$ cat src/rtl/pinc_pkg.sv
package pinc_pkg;
    typedef enum logic [1:0] {
        SZ_B1 = 2'd0,
        SZ_B2 = 2'd1,
        SZ_B4 = 2'd2,
        SZ_B8 = 2'd3
    } size_e;

    typedef enum logic [1:0] {
        ST_IDLE   = 2'd0,
        ST_WAIT   = 2'd1,
        ST_WRITE  = 2'd2,
        ST_REJECT = 2'd3
    } state_e;
endpackage

$ cat src/rtl/pinc_offset.sv
module pinc_offset #(
    parameter int XLEN = 64,
    parameter int IMMW = 16
) (
    input  logic                indexed,
    input  pinc_pkg::size_e     size,
    input  logic [IMMW-1:0]     imm,
    input  logic [XLEN-1:0]     rb,
    output logic [XLEN-1:0]     offset
);
    localparam int EXTW = XLEN - IMMW;

    logic [IMMW-1:0] imm_adj;

    always_comb begin
        imm_adj = imm;
        // scaled immediate form for 8-byte loads
        if (size == pinc_pkg::SZ_B8)
            imm_adj[1:0] = 2'b00;
    end

    always_comb begin
        if (indexed)
            offset = rb;
        else
            offset = {{EXTW{imm_adj[IMMW-1]}}, imm_adj};
    end
endmodule

$ cat src/rtl/pinc_extend.sv
module pinc_extend #(
    parameter int XLEN = 64
) (
    input  pinc_pkg::size_e   size,
    input  logic              sign_en,
    input  logic [XLEN-1:0]   rdata,
    output logic [XLEN-1:0]   result
);
    localparam int NSZ = 4;

    logic [XLEN-1:0] cand [NSZ];

    genvar g;
    generate
        for (g = 0; g < NSZ; g++) begin : g_sz
            localparam int W = 8 << g;
            if (W >= XLEN) begin : g_full
                assign cand[g] = rdata;
            end else if (g == 0) begin : g_byte
                assign cand[g] = {{(XLEN-W){1'b0}}, rdata[W-1:0]};
            end else begin : g_part
                logic fill;
                assign fill    = sign_en & rdata[W-1];
                assign cand[g] = {{(XLEN-W){fill}}, rdata[W-1:0]};
            end
        end
    endgenerate

    always_comb begin
        unique case (size)
            pinc_pkg::SZ_B1: result = cand[0];
            pinc_pkg::SZ_B2: result = cand[1];
            pinc_pkg::SZ_B4: result = cand[2];
            pinc_pkg::SZ_B8: result = cand[3];
            default:         result = cand[3];
        endcase
    end
endmodule

$ cat src/rtl/pinc_ctrl.sv
module pinc_ctrl (
    input  logic clk,
    input  logic rst,
    input  logic op_valid,
    input  logic form_bad,
    input  logic mem_rvalid,
    output logic take_op,
    output logic take_data,
    output logic busy,
    output logic mem_req,
    output logic wb_en,
    output logic invalid
);
    import pinc_pkg::*;

    state_e state, state_nx;

    always_ff @(posedge clk) begin
        if (rst) state <= ST_IDLE;
        else     state <= state_nx;
    end

    always_comb begin
        state_nx  = state;
        take_op   = 1'b0;
        take_data = 1'b0;
        busy      = 1'b1;
        mem_req   = 1'b0;
        wb_en     = 1'b0;
        invalid   = 1'b0;
        unique case (state)
            ST_IDLE: begin
                busy = 1'b0;
                if (op_valid) begin
                    take_op  = 1'b1;
                    state_nx = form_bad ? ST_REJECT : ST_WAIT;
                end
            end
            ST_WAIT: begin
                mem_req = 1'b1;
                if (mem_rvalid) begin
                    take_data = 1'b1;
                    state_nx  = ST_WRITE;
                end
            end
            ST_WRITE: begin
                wb_en    = 1'b1;
                state_nx = ST_IDLE;
            end
            ST_REJECT: begin
                invalid  = 1'b1;
                state_nx = ST_IDLE;
            end
            default: state_nx = ST_IDLE;
        endcase
    end

    assert_no_write_on_invalid_R7: assert property (@(posedge clk) disable iff (rst)
        invalid |-> (!wb_en && !mem_req));
    assert_reject_follows_bad_R7: assert property (@(posedge clk) disable iff (rst)
        (take_op && form_bad) |=> invalid);
    assert_req_implies_busy_R9: assert property (@(posedge clk) disable iff (rst)
        mem_req |-> busy);
    assert_wb_after_data_R8: assert property (@(posedge clk) disable iff (rst)
        (mem_req && mem_rvalid) |=> (wb_en && !mem_req));
    assert_wb_single_R8: assert property (@(posedge clk) disable iff (rst)
        wb_en |=> !wb_en);
endmodule

$ cat src/rtl/pinc_load_unit.sv
module pinc_load_unit #(
    parameter int XLEN = 64,
    parameter int REGW = 5,
    parameter int IMMW = 16
) (
    input  logic             clk,
    input  logic             rst,
    input  logic             op_valid,
    input  logic [1:0]       op_size,
    input  logic             op_signed,
    input  logic             op_indexed,
    input  logic [REGW-1:0]  op_rt,
    input  logic [REGW-1:0]  op_ra,
    input  logic [XLEN-1:0]  op_ra_val,
    input  logic [XLEN-1:0]  op_rb_val,
    input  logic [IMMW-1:0]  op_imm,
    output logic             busy,
    output logic             mem_req,
    output logic [XLEN-1:0]  mem_addr,
    output logic [1:0]       mem_size,
    input  logic             mem_rvalid,
    input  logic [XLEN-1:0]  mem_rdata,
    output logic             rt_we,
    output logic [REGW-1:0]  rt_waddr,
    output logic [XLEN-1:0]  rt_wdata,
    output logic             ra_we,
    output logic [REGW-1:0]  ra_waddr,
    output logic [XLEN-1:0]  ra_wdata,
    output logic             invalid
);
    import pinc_pkg::*;

    logic            form_bad, take_op, take_data, wb_en;
    logic [XLEN-1:0] offset, ext_data;
    size_e           size_in;

    size_e           q_size;
    logic            q_signed;
    logic [REGW-1:0] q_rt, q_ra;
    logic [XLEN-1:0] q_base, q_next, q_data;

    assign size_in  = size_e'(op_size);
    assign form_bad = (op_ra == '0) || (op_ra == op_rt);

    pinc_offset #(.XLEN(XLEN), .IMMW(IMMW)) u_offset (
        .indexed (op_indexed),
        .size    (size_in),
        .imm     (op_imm),
        .rb      (op_rb_val),
        .offset  (offset)
    );

    pinc_extend #(.XLEN(XLEN)) u_extend (
        .size    (q_size),
        .sign_en (q_signed),
        .rdata   (mem_rdata),
        .result  (ext_data)
    );

    pinc_ctrl u_ctrl (
        .clk        (clk),
        .rst        (rst),
        .op_valid   (op_valid),
        .form_bad   (form_bad),
        .mem_rvalid (mem_rvalid),
        .take_op    (take_op),
        .take_data  (take_data),
        .busy       (busy),
        .mem_req    (mem_req),
        .wb_en      (wb_en),
        .invalid    (invalid)
    );

    always_ff @(posedge clk) begin
        if (rst) begin
            q_size   <= SZ_B1;
            q_signed <= 1'b0;
            q_rt     <= '0;
            q_ra     <= '0;
            q_base   <= '0;
            q_next   <= '0;
            q_data   <= '0;
        end else begin
            if (take_op) begin
                q_size   <= size_in;
                q_signed <= op_signed;
                q_rt     <= op_rt;
                q_ra     <= op_ra;
                q_base   <= op_ra_val;
                q_next   <= op_ra_val + offset;
            end
            if (take_data)
                q_data <= ext_data;
        end
    end

    assign mem_addr = q_base;
    assign mem_size = q_size;
    assign rt_we    = wb_en;
    assign ra_we    = wb_en;
    assign rt_waddr = q_rt;
    assign ra_waddr = q_ra;
    assign rt_wdata = q_data;
    assign ra_wdata = q_next;

    assert_addr_stable_R1: assert property (@(posedge clk) disable iff (rst)
        (mem_req && $past(mem_req)) |-> $stable(mem_addr));
    assert_ports_distinct_R7: assert property (@(posedge clk) disable iff (rst)
        rt_we |-> (ra_waddr != rt_waddr && ra_waddr != '0));
    assert_write_after_rvalid_R8: assert property (@(posedge clk) disable iff (rst)
        rt_we |-> $past(mem_rvalid));
endmodule

$ cat config.mk
export PLATFORM = sky130hd
export DESIGN_NAME = pinc_load_unit
export DESIGN_NICKNAME = d
export VERILOG_FILES = /design/src/rtl/pinc_pkg.sv /design/src/rtl/pinc_offset.sv /design/src/rtl/pinc_extend.sv /design/src/rtl/pinc_ctrl.sv /design/src/rtl/pinc_load_unit.sv
export SDC_FILE = /design/constraint.sdc
export NUM_CORES = 1
export LEC_CHECK = 0
export BUFFER_PORTS_ARGS = -buffer_cell sky130_fd_sc_hd__buf_2
export CAP_MARGIN = 10
export CORE_ASPECT_RATIO = 1.75
export CORE_MARGIN = 2
export CORE_UTILIZATION = 25
export DETAILED_ROUTE_END_ITERATION = 6
export REMOVE_ABC_BUFFERS = 1
export SLEW_MARGIN = 20
export SYNTH_ARGS = -nofsm -noshare
export SYNTH_HDL_FRONTEND = slang
export SYNTH_HIERARCHICAL = 1
export SYNTH_SLANG_ARGS = --single-unit
$ cat constraint.sdc
create_clock -name clk -period 4.27 [get_ports clk]
set_input_delay 0.2135 -clock clk [delete_from_list [all_inputs] [get_ports clk]]
set_output_delay 0.2135 -clock clk [all_outputs]
set_load 0.03 [all_outputs]
==> impl_metrics.py, run 1 <==
metrics = {
    "status": {
        "status": "completed",
    },
    "timing": {
        "setup_slack_ps": 439.2,
        "grt_setup_unrepaired": "no",
        "finalCritPeriodShare_pct": 89.72,
        "setup_viol": 0,
        "slew_violations": 0,
        "whs_ps": 22.16,
        "min_period_ps": 3831,
        "timing.fmax_ghz": 0.2610,
        "hold_viol": 0,
        "tightest_slew_ps": 999.8,
        "skew_ps": 15.22,
        "tns_ps": 0,
        "relSlewSlack_pct": 33.35,
    },
    "power_and_ir_drop": {
        "p_leak_nw": 8.347,
        "cellPowerDensity_nw_per_um2": 374.5,
        "ir_drop_mv": 0.2829,
        "total_power_mw": 6.343,
    },
    "floorplan": {
        "die_x_um": 172.4,
        "die_area_um2": 51520,
        "ios": 435,
        "coreArea_um2": 49320,
        "die_h_um": 298.8,
        "start_util_pct": 25.17,
        "fp-row-count": 108,
    },
    "placed_design": {
        "io_buffers": 434,
        "gp_congestion": 0.9309,
        "dp_slack_ps": 166.0,
        "dp_hpwl_um": 39940,
        "place_area_um2": 15000,
        "dp.cells": 2496,
    },
    "critical_path": {
        "cp_max_fo": 4,
        "start_kind": "primary input",
        "crit_required_ps": 4700,
        "regToRegStartpoint": "u_ctrl/state[0]",
        "crit_path_start": "op_size[0]",
        "worstPathArrival_ps": 4270,
        "worstSetupPathType": "in -> reg",
        "endpoint_kind": "flop",
    },
    "detailed_routing": {
        "viasPerCell": 4.743,
        "routed_wl_um": 51120,
        "antenna_left": 0,
        "num_vias": 12589,
        "wl_per_cell_um": 19.26,
        "drt-initial-drc-count": 549,
        "drt-pass1-iter-count": 5,
        "drc": 0,
    },
    "cts": {
        "cts_buffer_depth": 3,
        "path_clk_slew_ps": 70,
        "htree_levels": 1,
        "post_cts_buffers": 0,
        "cts_root_buf": "clkbuf_16",
        "cts_tree": "built",
        "cts_made_buffers": 24,
        "cts.sinks": 207,
        "clkLatencyLatePin_ps": 540,
    },
    "global_route": {
        "grt_max_degree": 86,
        "globalRoute.totalOverflow": 0,
        "antenna_found_initial": 12,
        "grt_pass1_wl_um": 72660,
        "grt_pass1_vias": 12391,
        "grtUsageTotal_pct": 18.69,
    },
    "yosys": {
        "ys_seq_area_share_pct": 33.38,
        "synthCells": 1492,
        "synth_edf_count": 0,
        "synth.avg_cell_area_um2": 8.320,
        "yosys_warnings": 6,
        "ys.flop_type": "dfxtp_1",
        "ys_ff_latch": 207,
        "synthesis.area_um2": 12410,
        "synthArstFlopShare_pct": 0,
        "ys_types": 79,
    },
    "run": {
        "cap_viol_max_count": 0,
    },
    "finish": {
        "syn_to_final_growth_pct": 36.45,
        "n_fill_cell": 5145,
        "drive_above_1_share_pct": 26.69,
        "final_cell_count_no_fill": 2654,
        "layout.nets": 2259,
        "fin_util_pct": 34.34,
        "final_cell_area_um2": 16940,
    },
    "worst_hold_path": {
        "hold_class": "in -> reg",
        "hold_start": "op_ra_val[12]",
    },
}
[critical path, cell delays in order]
cell and delay (ps):
dlygate4sd3_1 530, buf_2 120, nand2_1 90, a22o_1 190
ha_1 230, fa_1 430, a211oi_1 420, nor3_1 140
o21ai_1 250, o211ai_2 210, a31oi_2 340, o41ai_4 170
a21oi_2 370, o21ai_0 190, o311ai_0 360
[where the power goes]
group | internal, mW | switching, mW
clock | 1.31 | 0.941
combinational | 0.731 | 1.22
sequential | 2.07 | 0.0794
[cells in the mapped netlist (all sizes together) (17+ instances only)]
cell type	count	area share [%]
ha	63	6.4
buf	54	2.9
clkbuf	51	1.5
xnor2	40	2.8
a21o	46	2.8
inv	21	0.64
nor2	239	7.2
a21oi	92	3.8
nand3	18	0.73
a211o	33	2.3
dfxtp	207	33
nor3	29	1.2
nor2b	17	0.86
nand4	20	1.0
nand2	178	5.4
o21ai	51	2.1
mux2i	172	14
[layer usage]
metal | track usage (%) | share of wire [%] | vias to the layer above
li1 | - | - | 6204
met1 | 17.31 | 35 | 5782
met2 | 36.98 | 53 | 491
met3 | 4.039 | 6.8 | 104
met4 | 9.684 | 5.2 | 8
met5 | 0 | 0.10 | -
[cell type report]
class / instances / area (um^2) / area share (%)
diodes: 8 / 20.02 / 0.1182
flip-flops and latches: 207 / 4144 / 24.47
multi-input cells: 1159 / 7650 / 45.17
repair buffers: 556 / 3374 / 19.92
clock buffers: 28 / 666.9 / 3.937
clock inverters: 15 / 177.7 / 1.049
inverters: 21 / 78.83 / 0.4654
well taps: 660 / 825.8 / 4.876
[state kept, by name, indices dropped and copies added, names as in the netlist]
register	count
mem_addr	64
mem_size	2
q_signed	1
ra_waddr	5
ra_wdata	64
rt_waddr	5
rt_wdata	64
u_ctrl/state	2
[path summary, 6_finish.rpt]
| kind | endpoint | slack (ps) | cells past startpoint |
|---|---|---|---|
| setup / recovery | ra_wdata[56] | 440 | 15 |
| hold / removal | mem_addr[12] | 20 | 3 |
| setup reg to reg | ra_wdata[39] | 1690 | 5 |
| hold reg to reg | ra_wdata[47] | 450 | 2 |
[kinds of logic (layout without fill, tap and decap cells)]
family / Yosys count / count (layout) / share of synthesized area [%]
AND/OR/NAND/NOR: 540 / 540 / 18.64
adder cells (fa/ha/maj): 64 / 64 / 6.511
AO/OA/AOI/OAI: 317 / 317 / 17.60
flip-flops: 207 / 207 / 33.38
other: 0 / 8 / 0
multiplexers: 185 / 185 / 15.05
XOR/XNOR: 53 / 53 / 3.740
buffers and inverters: 126 / 620 / 5.080
[timing repair]
item,4_1_cts,5_1_grt
gates resized for setup,0,0
endpoints found under the hold margin,105,0
hold buffers,107,0
setup endpoints to repair,0,0
[cells in the final DEF, fill, tap and decap left out, types with 3 or more instances in the layout]
master,synthesis,routed
xnor2_1,40,40
a32o_1,3,3
nand2b_1,5,5
buf_2,6,433
xor2_1,13,13
or3_1,5,5
o21ai_0,46,46
nand4_1,20,20
bufinv_16,0,3
a21o_1,45,45
a31oi_1,9,9
nand3b_1,3,3
buf_4,19,14
diode_2,0,8
and3_1,6,6
mux2i_1,172,172
clkbuf_8,0,3
inv_1,21,20
nor2b_1,17,17
nor3_1,29,29
clkinv_4,0,5
o22ai_1,10,10
nor4_1,5,5
nor2_1,239,238
a211o_1,33,33
a211oi_1,8,8
clkinv_2,0,4
mux2_2,13,13
o31ai_1,4,4
nand2_1,177,177
a21oi_1,90,90
clkbuf_16,0,25
ha_1,63,63
dlygate4sd3_1,0,107
dfxtp_1,207,207
nand3_1,18,18
o21ai_1,5,5
o21a_1,12,12
o21bai_1,13,13
(Power assumes the default switching activity.)
==> run 2, diff against run 1 <==
--- a/config.mk
+++ b/config.mk
@@ -5,6 +5,7 @@
 export SDC_FILE = /design/constraint.sdc
 export NUM_CORES = 1
 export LEC_CHECK = 0
+export ABC_CLOCK_PERIOD_IN_PS = 4270
 export BUFFER_PORTS_ARGS = -buffer_cell sky130_fd_sc_hd__buf_2
 export CAP_MARGIN = 10
 export CORE_ASPECT_RATIO = 1.75
@@ -15,5 +16,4 @@
 export SLEW_MARGIN = 20
 export SYNTH_ARGS = -nofsm -noshare
 export SYNTH_HDL_FRONTEND = slang
-export SYNTH_HIERARCHICAL = 1
 export SYNTH_SLANG_ARGS = --single-unit
==> run 2 against run 1 <==
The run now ends with DRC left. Cell count is 5.2% higher. Flip-flop and latch count unchanged. Clock skew is 12 ps higher. Routed wire length grew 8.2%. Global-route usage up 2.3 points. Area after synthesis is 2.5% lower. Register-to-register slack is essentially flat. Core utilization up 0.81 points. Total power down 0.36%. Critical path type unchanged. Largest cell class unchanged.
==> impl_metrics.py, run 2 <==
metrics = {
    "finish": {
        "final_common_cell": "nand2_1",
        "syn_to_final_growth_pct": 38.67,
        "layout.nets": 2459,
        "final_cell_area_um2": 16780,
        "final_cell_count_no_fill": 2791,
        "drive_above_1_share_pct": 25.24,
        "layout_common_cells": "nand2_1, buf_2, a21oi_1",
        "fin_util_pct": 35.15,
    },
    "timing": {
        "relSlewSlack_pct": 42.90,
        "slew_violations": 0,
        "finalCritPeriodShare_pct": 88.12,
        "min_period_ps": 3763,
        "setup_viol": 0,
        "whs_ps": 76.21,
        "tightest_slew_ps": 853.2,
        "grt_setup_unrepaired": "no",
        "hold_viol": 0,
        "skew_ps": 27.10,
        "timing.fmax_ghz": 0.2658,
    },
    "yosys": {
        "synth.avg_cell_area_um2": 7.192,
        "ys.flop_type": "dfxtp_1",
        "synth_edf_count": 0,
        "ys_seq_area_share_pct": 34.24,
        "ys_ff_latch": 207,
        "synth_most_common_cell": "nand2_1",
        "synthesis.area_um2": 12100,
        "yosys_warnings": 0,
        "synthCells": 1683,
        "synthArstFlopShare_pct": 0,
        "netlist.area_leader.share_pct": 34.24,
        "ys_types": 75,
        "synthTopCellsByArea": "dfxtp_1, nand2_1, a21oi_1",
        "synth_common_cells": "nand2_1, a21oi_1, dfxtp_1",
        "synth_top_area_cell": "dfxtp_1",
    },
    "cts": {
        "cts.sinks": 207,
        "htree_levels": 1,
        "cts_resized": 0,
        "cts_buffer_depth": 3,
        "cts_tree": "built",
        "path_clk_slew_ps": 70,
        "cts_made_buffers": 24,
        "cts_root_buf": "clkbuf_16",
        "clkLatencyLatePin_ps": 560,
    },
    "critical_path": {
        "path_depth": 17,
        "crit_path_max_incr_delay_ps": 550,
        "crit_required_ps": 4710,
        "r2r_cells": 8,
        "critPathBufInv": 3,
        "worstSetupPathType": "in -> reg",
        "cp_cell_sequence": "dlygate4sd3_1 -> buf_2 -> nand2_1 -> nand2_1 -> o21ai_0 -> ha_1 -> inv_1 -> fa_1 -> nand2b_1 -> a21oi_2 -> o21bai_2 -> a2111oi_4 -> o21ai_1 -> a21oi_2 -> o2111ai_1 -> a31o_1 -> a32o_1",
        "cpMaxStageDelayCell": "dlygate4sd3_1",
        "cp_max_fo": 5,
        "endpoint_kind": "flop",
        "crit_family": "compound AO/OA/AOI/OAI gates",
        "worstPathArrival_ps": 4200,
        "start_kind": "primary input",
    },
    "placed_design": {
        "gp_congestion": 0.9254,
        "dp_hpwl_um": 41870,
        "dp.cells": 2629,
        "io_buffers": 434,
        "place_area_um2": 14870,
    },
    "detailed_routing": {
        "viasPerCell": 4.996,
        "drt-pass1-iter-count": 7,
        "drc": 2,
        "drt-initial-drc-count": 773,
        "num_vias": 13945,
        "antenna_left": 0,
        "wl_per_cell_um": 19.81,
        "routed_wl_um": 55290,
    },
    "run": {
        "cap_viol_max_count": 0,
    },
    "power_and_ir_drop": {
        "p_switching_mw": 2.310,
        "p_comb_share_pct": 31.7,
        "cellPowerDensity_nw_per_um2": 376.5,
        "seqPwrFrac_pct": 34.3,
        "p_int_mw": 4.009,
        "clkPwrFrac_pct": 34.1,
        "p_leak_nw": 8.017,
        "sw_frac_of_total_pct": 36.56,
        "total_power_mw": 6.320,
        "ir_drop_mv": 0.2693,
    },
    "floorplan": {
        "die_h_um": 295.1,
        "die_x_um": 170.3,
        "coreArea_um2": 47750,
        "fp-row-count": 106,
        "start_util_pct": 25.35,
        "die_area_um2": 50260,
        "ios": 435,
    },
    "worst_hold_path": {
        "hold_class": "in -> reg",
        "whs_path_depth": 5,
    },
    "global_route": {
        "globalRoute.totalOverflow": 0,
        "antenna_found_initial": 14,
        "grt_max_degree": 120,
        "grt_pass1_wl_um": 80310,
        "grt_pass1_vias": 13638,
        "grtUsageTotal_pct": 21.00,
    },
    "status": {
        "violations": "DRC",
        "status": "finished, violations left",
    },
}
## run 2: cell count changes after synthesis, moves of 12 or more
cell	before	now
xor2_1	13	25
nor3_1	29	60
mux2i_1	172	3
clkbuf_1	51	92
o21ai_0	46	63
nand2_1	177	486
buf_4	19	3
a211o_1	33	1
nor2_1	239	93
nand3_1	18	31
a21oi_1	90	251
xnor2_1	40	21
buf_1	20	8
## run 2: layer usage
layer	global-route usage [%]	vias up	share of wire (%)
li1	-	6806	-
met1	20.22	6447	35
met2	41.33	568	54
met3	4.552	120	6.7
met4	10.28	4	4.6
met5	0	-	0.043
## run 2: timing repair
action | 4_1_cts | 5_1_grt
endpoints found under the hold margin | 109 | 0
setup buffers | 0 | 0
hold buffers | 108 | 0
## run 2: cell families after synthesis
kind of cell / Yosys count / share of synthesized area [%]
adder cells (fa/ha/maj): 64 / 6.678
multiplexers: 16 / 1.458
XOR/XNOR: 46 / 3.329
buffers and inverters: 133 / 4.372
AND/OR/NAND/NOR: 748 / 26.25
AO/OA/AOI/OAI: 469 / 23.68
flip-flops: 207 / 34.24
## run 2: final timing paths
| check | from | slack [ps] | endpoint |
|---|---|---|---|
| worst max-delay path | op_size[1] | 510 | ra_wdata[34] |
| worst min-delay path | mem_rdata[61] | 80 | rt_wdata[61] |
| worst max register to register | u_ctrl.state[0] | 1700 | ra_wdata[60] |
| worst min register to register | rt_wdata[11] | 450 | rt_wdata[11] |
## run 2: worst reg2reg max path, stage by stage, from the launching register on
cell,delay [ps]
dfxtp_1,420
nor2_1,110
nand2_4,90
buf_4,580
buf_4,720
nor3_1,180
nor2b_1,170
a21oi_1,110
nand2_1,60
## run 2: metrics by stage
step	setup TNS [ps]	setup slack (ps)
floorplan	-35680	-743.3
global placement	0	346.0
detailed placement	0	320.2
CTS	0	570.4
global route	0	333.9
finish	0	507.3
## run 2: cell type report
| class | instances | area (um^2) |
|---|---|---|
| inverters | 23 | 86.33 |
| repair buffers | 570 | 3520 |
| clock buffers | 33 | 705.7 |
| clock inverters | 11 | 101.3 |
| fillers | 5011 | 30960 |
| multi-input cells | 1343 | 7458 |
| well taps | 594 | 743.2 |
| diodes | 10 | 25.02 |
| flip-flops and latches | 207 | 4145 |
## run 2: power by group through the flow
stage | Clock (mW) | Sequential (mW) | Combinational, mW
floorplan | 0 | 2.50 | 0.913
global placement | 0 | 2.20 | 1.91
detailed placement | 0 | 2.21 | 1.92
CTS | 2.23 | 2.16 | 2.01
global route | 2.30 | 2.18 | 2.18
finish | 2.15 | 2.16 | 2.00
==> run 3, diff against run 2 <==
--- a/config.mk
+++ b/config.mk
@@ -12,8 +12,7 @@
 export CORE_MARGIN = 2
 export CORE_UTILIZATION = 25
 export DETAILED_ROUTE_END_ITERATION = 6
-export REMOVE_ABC_BUFFERS = 1
-export SLEW_MARGIN = 20
+export SLEW_MARGIN = 10
 export SYNTH_ARGS = -nofsm -noshare
 export SYNTH_HDL_FRONTEND = slang
 export SYNTH_SLANG_ARGS = --single-unit
==> run 3 against run 2 <==
The run now ends clean. Clock power up 11%. Hold slack worse by 49 ps. Final area down 0.11%. Flip-flop and latch count unchanged. Sequential power about the same. Clock skew down 9.4 ps. Register-to-register slack worse by 170 ps. Largest power group is now the clock network. Fmax down 2.6%. Via count up 0.72%. Core utilization about the same. Routed wire length down 2.1%.
==> impl_metrics.py, run 3 (synthesis gave the netlist of run 2 again) <==
metrics = {
    "global_route": {
        "grt_max_degree": 77,
        "globalRoute.totalOverflow": 0,
        "antenna_found_initial": 8,
        "grt_pass1_wl_um": 79780,
        "grt_pass1_vias": 13873,
        "grtUsageTotal_pct": 20.52,
    },
    "critical_path": {
        "crit_path_start": "op_size[1]",
        "r2r_setup_slack_ps": 1530,
        "start_kind": "primary input",
        "regToRegStartpoint": "u_ctrl.state[0]",
        "crit_required_ps": 4730,
        "r2r_cells": 5,
        "crit_family": "compound AO/OA/AOI/OAI gates",
        "path_depth": 17,
        "rr_endpoint": "ra_wdata[22]",
        "worstSetupPathType": "in -> reg",
        "cpMaxStageDelayCell": "dlygate4sd3_1",
        "crit_end": "ra_wdata[54]",
        "crit_path_max_incr_delay_ps": 530,
        "cp_cell_sequence": "dlygate4sd3_1 -> buf_2 -> nand2_1 -> nand2_1 -> o21ai_0 -> ha_1 -> inv_1 -> fa_1 -> nand2b_1 -> a21oi_2 -> o21bai_2 -> a2111oi_4 -> o211ai_2 -> a21o_4 -> a2111oi_4 -> o21ai_1 -> a32o_1",
        "cp_max_fo": 5,
        "worstPathArrival_ps": 4330,
        "critPathBufInv": 3,
        "endpoint_kind": "flop",
    },
    "floorplan": {
        "die_x_um": 170.3,
        "ios": 435,
        "start_util_pct": 25.35,
        "fp-row-count": 106,
        "die_area_um2": 50260,
        "coreArea_um2": 47750,
        "die_h_um": 295.1,
    },
    "detailed_routing": {
        "antenna_left": 0,
        "drc": 0,
        "num_vias": 14046,
        "routed_wl_um": 54100,
        "wl_per_cell_um": 19.46,
        "drt-initial-drc-count": 875,
        "viasPerCell": 5.053,
        "drt-pass1-iter-count": 6,
    },
    "placed_design": {
        "io_buffers": 434,
        "dp_hpwl_um": 41190,
        "gp_congestion": 0.9480,
        "place_area_um2": 14800,
    },
    "power_and_ir_drop": {
        "cellPowerDensity_nw_per_um2": 390.3,
        "sw_frac_of_total_pct": 35.52,
        "p_switching_mw": 2.325,
        "ir_drop_mv": 0.3069,
        "seqPwrFrac_pct": 33.2,
        "clkPwrFrac_pct": 36.3,
        "p_comb_share_pct": 30.5,
        "p_leak_nw": 8.018,
        "p_int_mw": 4.220,
    },
    "timing": {
        "tightest_slew_ps": 953.9,
        "grt_setup_unrepaired": "no",
        "finalCritPeriodShare_pct": 90.51,
        "timing.fmax_ghz": 0.2588,
        "whs_ps": 27.47,
        "setup_viol": 0,
        "skew_ps": 17.67,
        "relSlewSlack_pct": 36.17,
        "min_period_ps": 3865,
        "tns_ps": 0,
        "hold_viol": 0,
        "slew_violations": 0,
    },
    "cts": {
        "htree_levels": 1,
        "cts.sinks": 207,
        "clkLatencyLatePin_ps": 560,
        "cts_tree": "built",
        "cts_made_buffers": 24,
        "path_clk_slew_ps": 70,
        "cts_root_buf": "clkbuf_16",
        "cts_buffer_depth": 3,
    },
    "worst_hold_path": {
        "hold_start": "op_ra_val[42]",
        "hold_class": "in -> reg",
    },
    "finish": {
        "final_common_cell": "nand2_1",
        "layout.nets": 2453,
        "syn_to_final_growth_pct": 38.52,
        "final_cell_area_um2": 16770,
        "drive_above_1_share_pct": 25.09,
        "layout_common_cells": "nand2_1, buf_2, a21oi_1",
    },
    "yosys": {
        "syn-num-nets": 1973,
    },
    "status": {
        "status": "completed",
    },
    "run": {
        "cap_viol_max_count": 0,
    },
}
[run 3: cell types whose count changed in the layout (fill, tap and decap cells not counted), sizes merged]
cell,previous run,this run
dlygate4sd3,108,106
clkinv,7,5
clkbuf,33,31
bufinv,1,5
diode,10,6
buf,462,458
clkinvlp,1,0
[run 3: worst min-delay path, stage by stage]
cell	delay, ps
buf_2	120
nand2_1	110
a21oi_1	70
[run 3: power groups by stage]
stage,clock network [mW],logic (mW),registers (mW)
after floorplan,0,0.965,2.49
after global placement,0,1.90,2.21
after detailed placement,0,1.91,2.21
after CTS,2.45,2.00,2.17
after global routing,2.51,2.16,2.19
final,2.38,2.00,2.17
[run 3: how the worst min path moves through the flow]
stage / depth (start not counted) / slack (ps) / endpoint
after floorplan: 2 / 350 / q_signed
after global placement: 2 / 440 / ra_wdata[32]
after detailed placement: 2 / 440 / ra_wdata[13]
after CTS: 3 / 2 / rt_wdata[18]
after global routing: 3 / 30 / mem_addr[42]
final: 3 / 30 / mem_addr[42]
[run 3: per-layer routing]
layer	share of wire, %	wire (um)	global-route usage (%)
met5	0.041	22	0
met4	6.9	3736	13.32
met3	7.0	3768	4.257
met1	35	19050	20.08
met2	51	27530	38.60
[run 3: area by class of cell]
class	instances	area (um^2)
multi-input cells	1343	7456
repair buffers	564	3432
diodes	6	15.01
flip-flops and latches	207	4145
fillers	5053	30980
well taps	594	743.2
clock buffers	31	688.2
inverters	23	86.33
clock inverters	12	200.2
[run 3: timing repair]
action                    CTS  global route
hold endpoints to repair  106             0
hold buffers              106             0
gates resized for setup     0             0
buffers inserted            0             0
[run 3: per-stage QoR]
step / util [%] / total power, mW / setup WS, ps / std cells
final: 35.12 / 6.545 / 405.3 / 2780
after global routing: 35.12 / 6.867 / 282.1 / 2780
after CTS: 35.08 / 6.620 / 456.9 / 2774
after detailed placement: 31.00 / 4.124 / 380.7 / 2625
after global placement: 31.00 / 4.113 / 403.0 / 2625
after floorplan: - / 3.455 / 676.1 / 1683
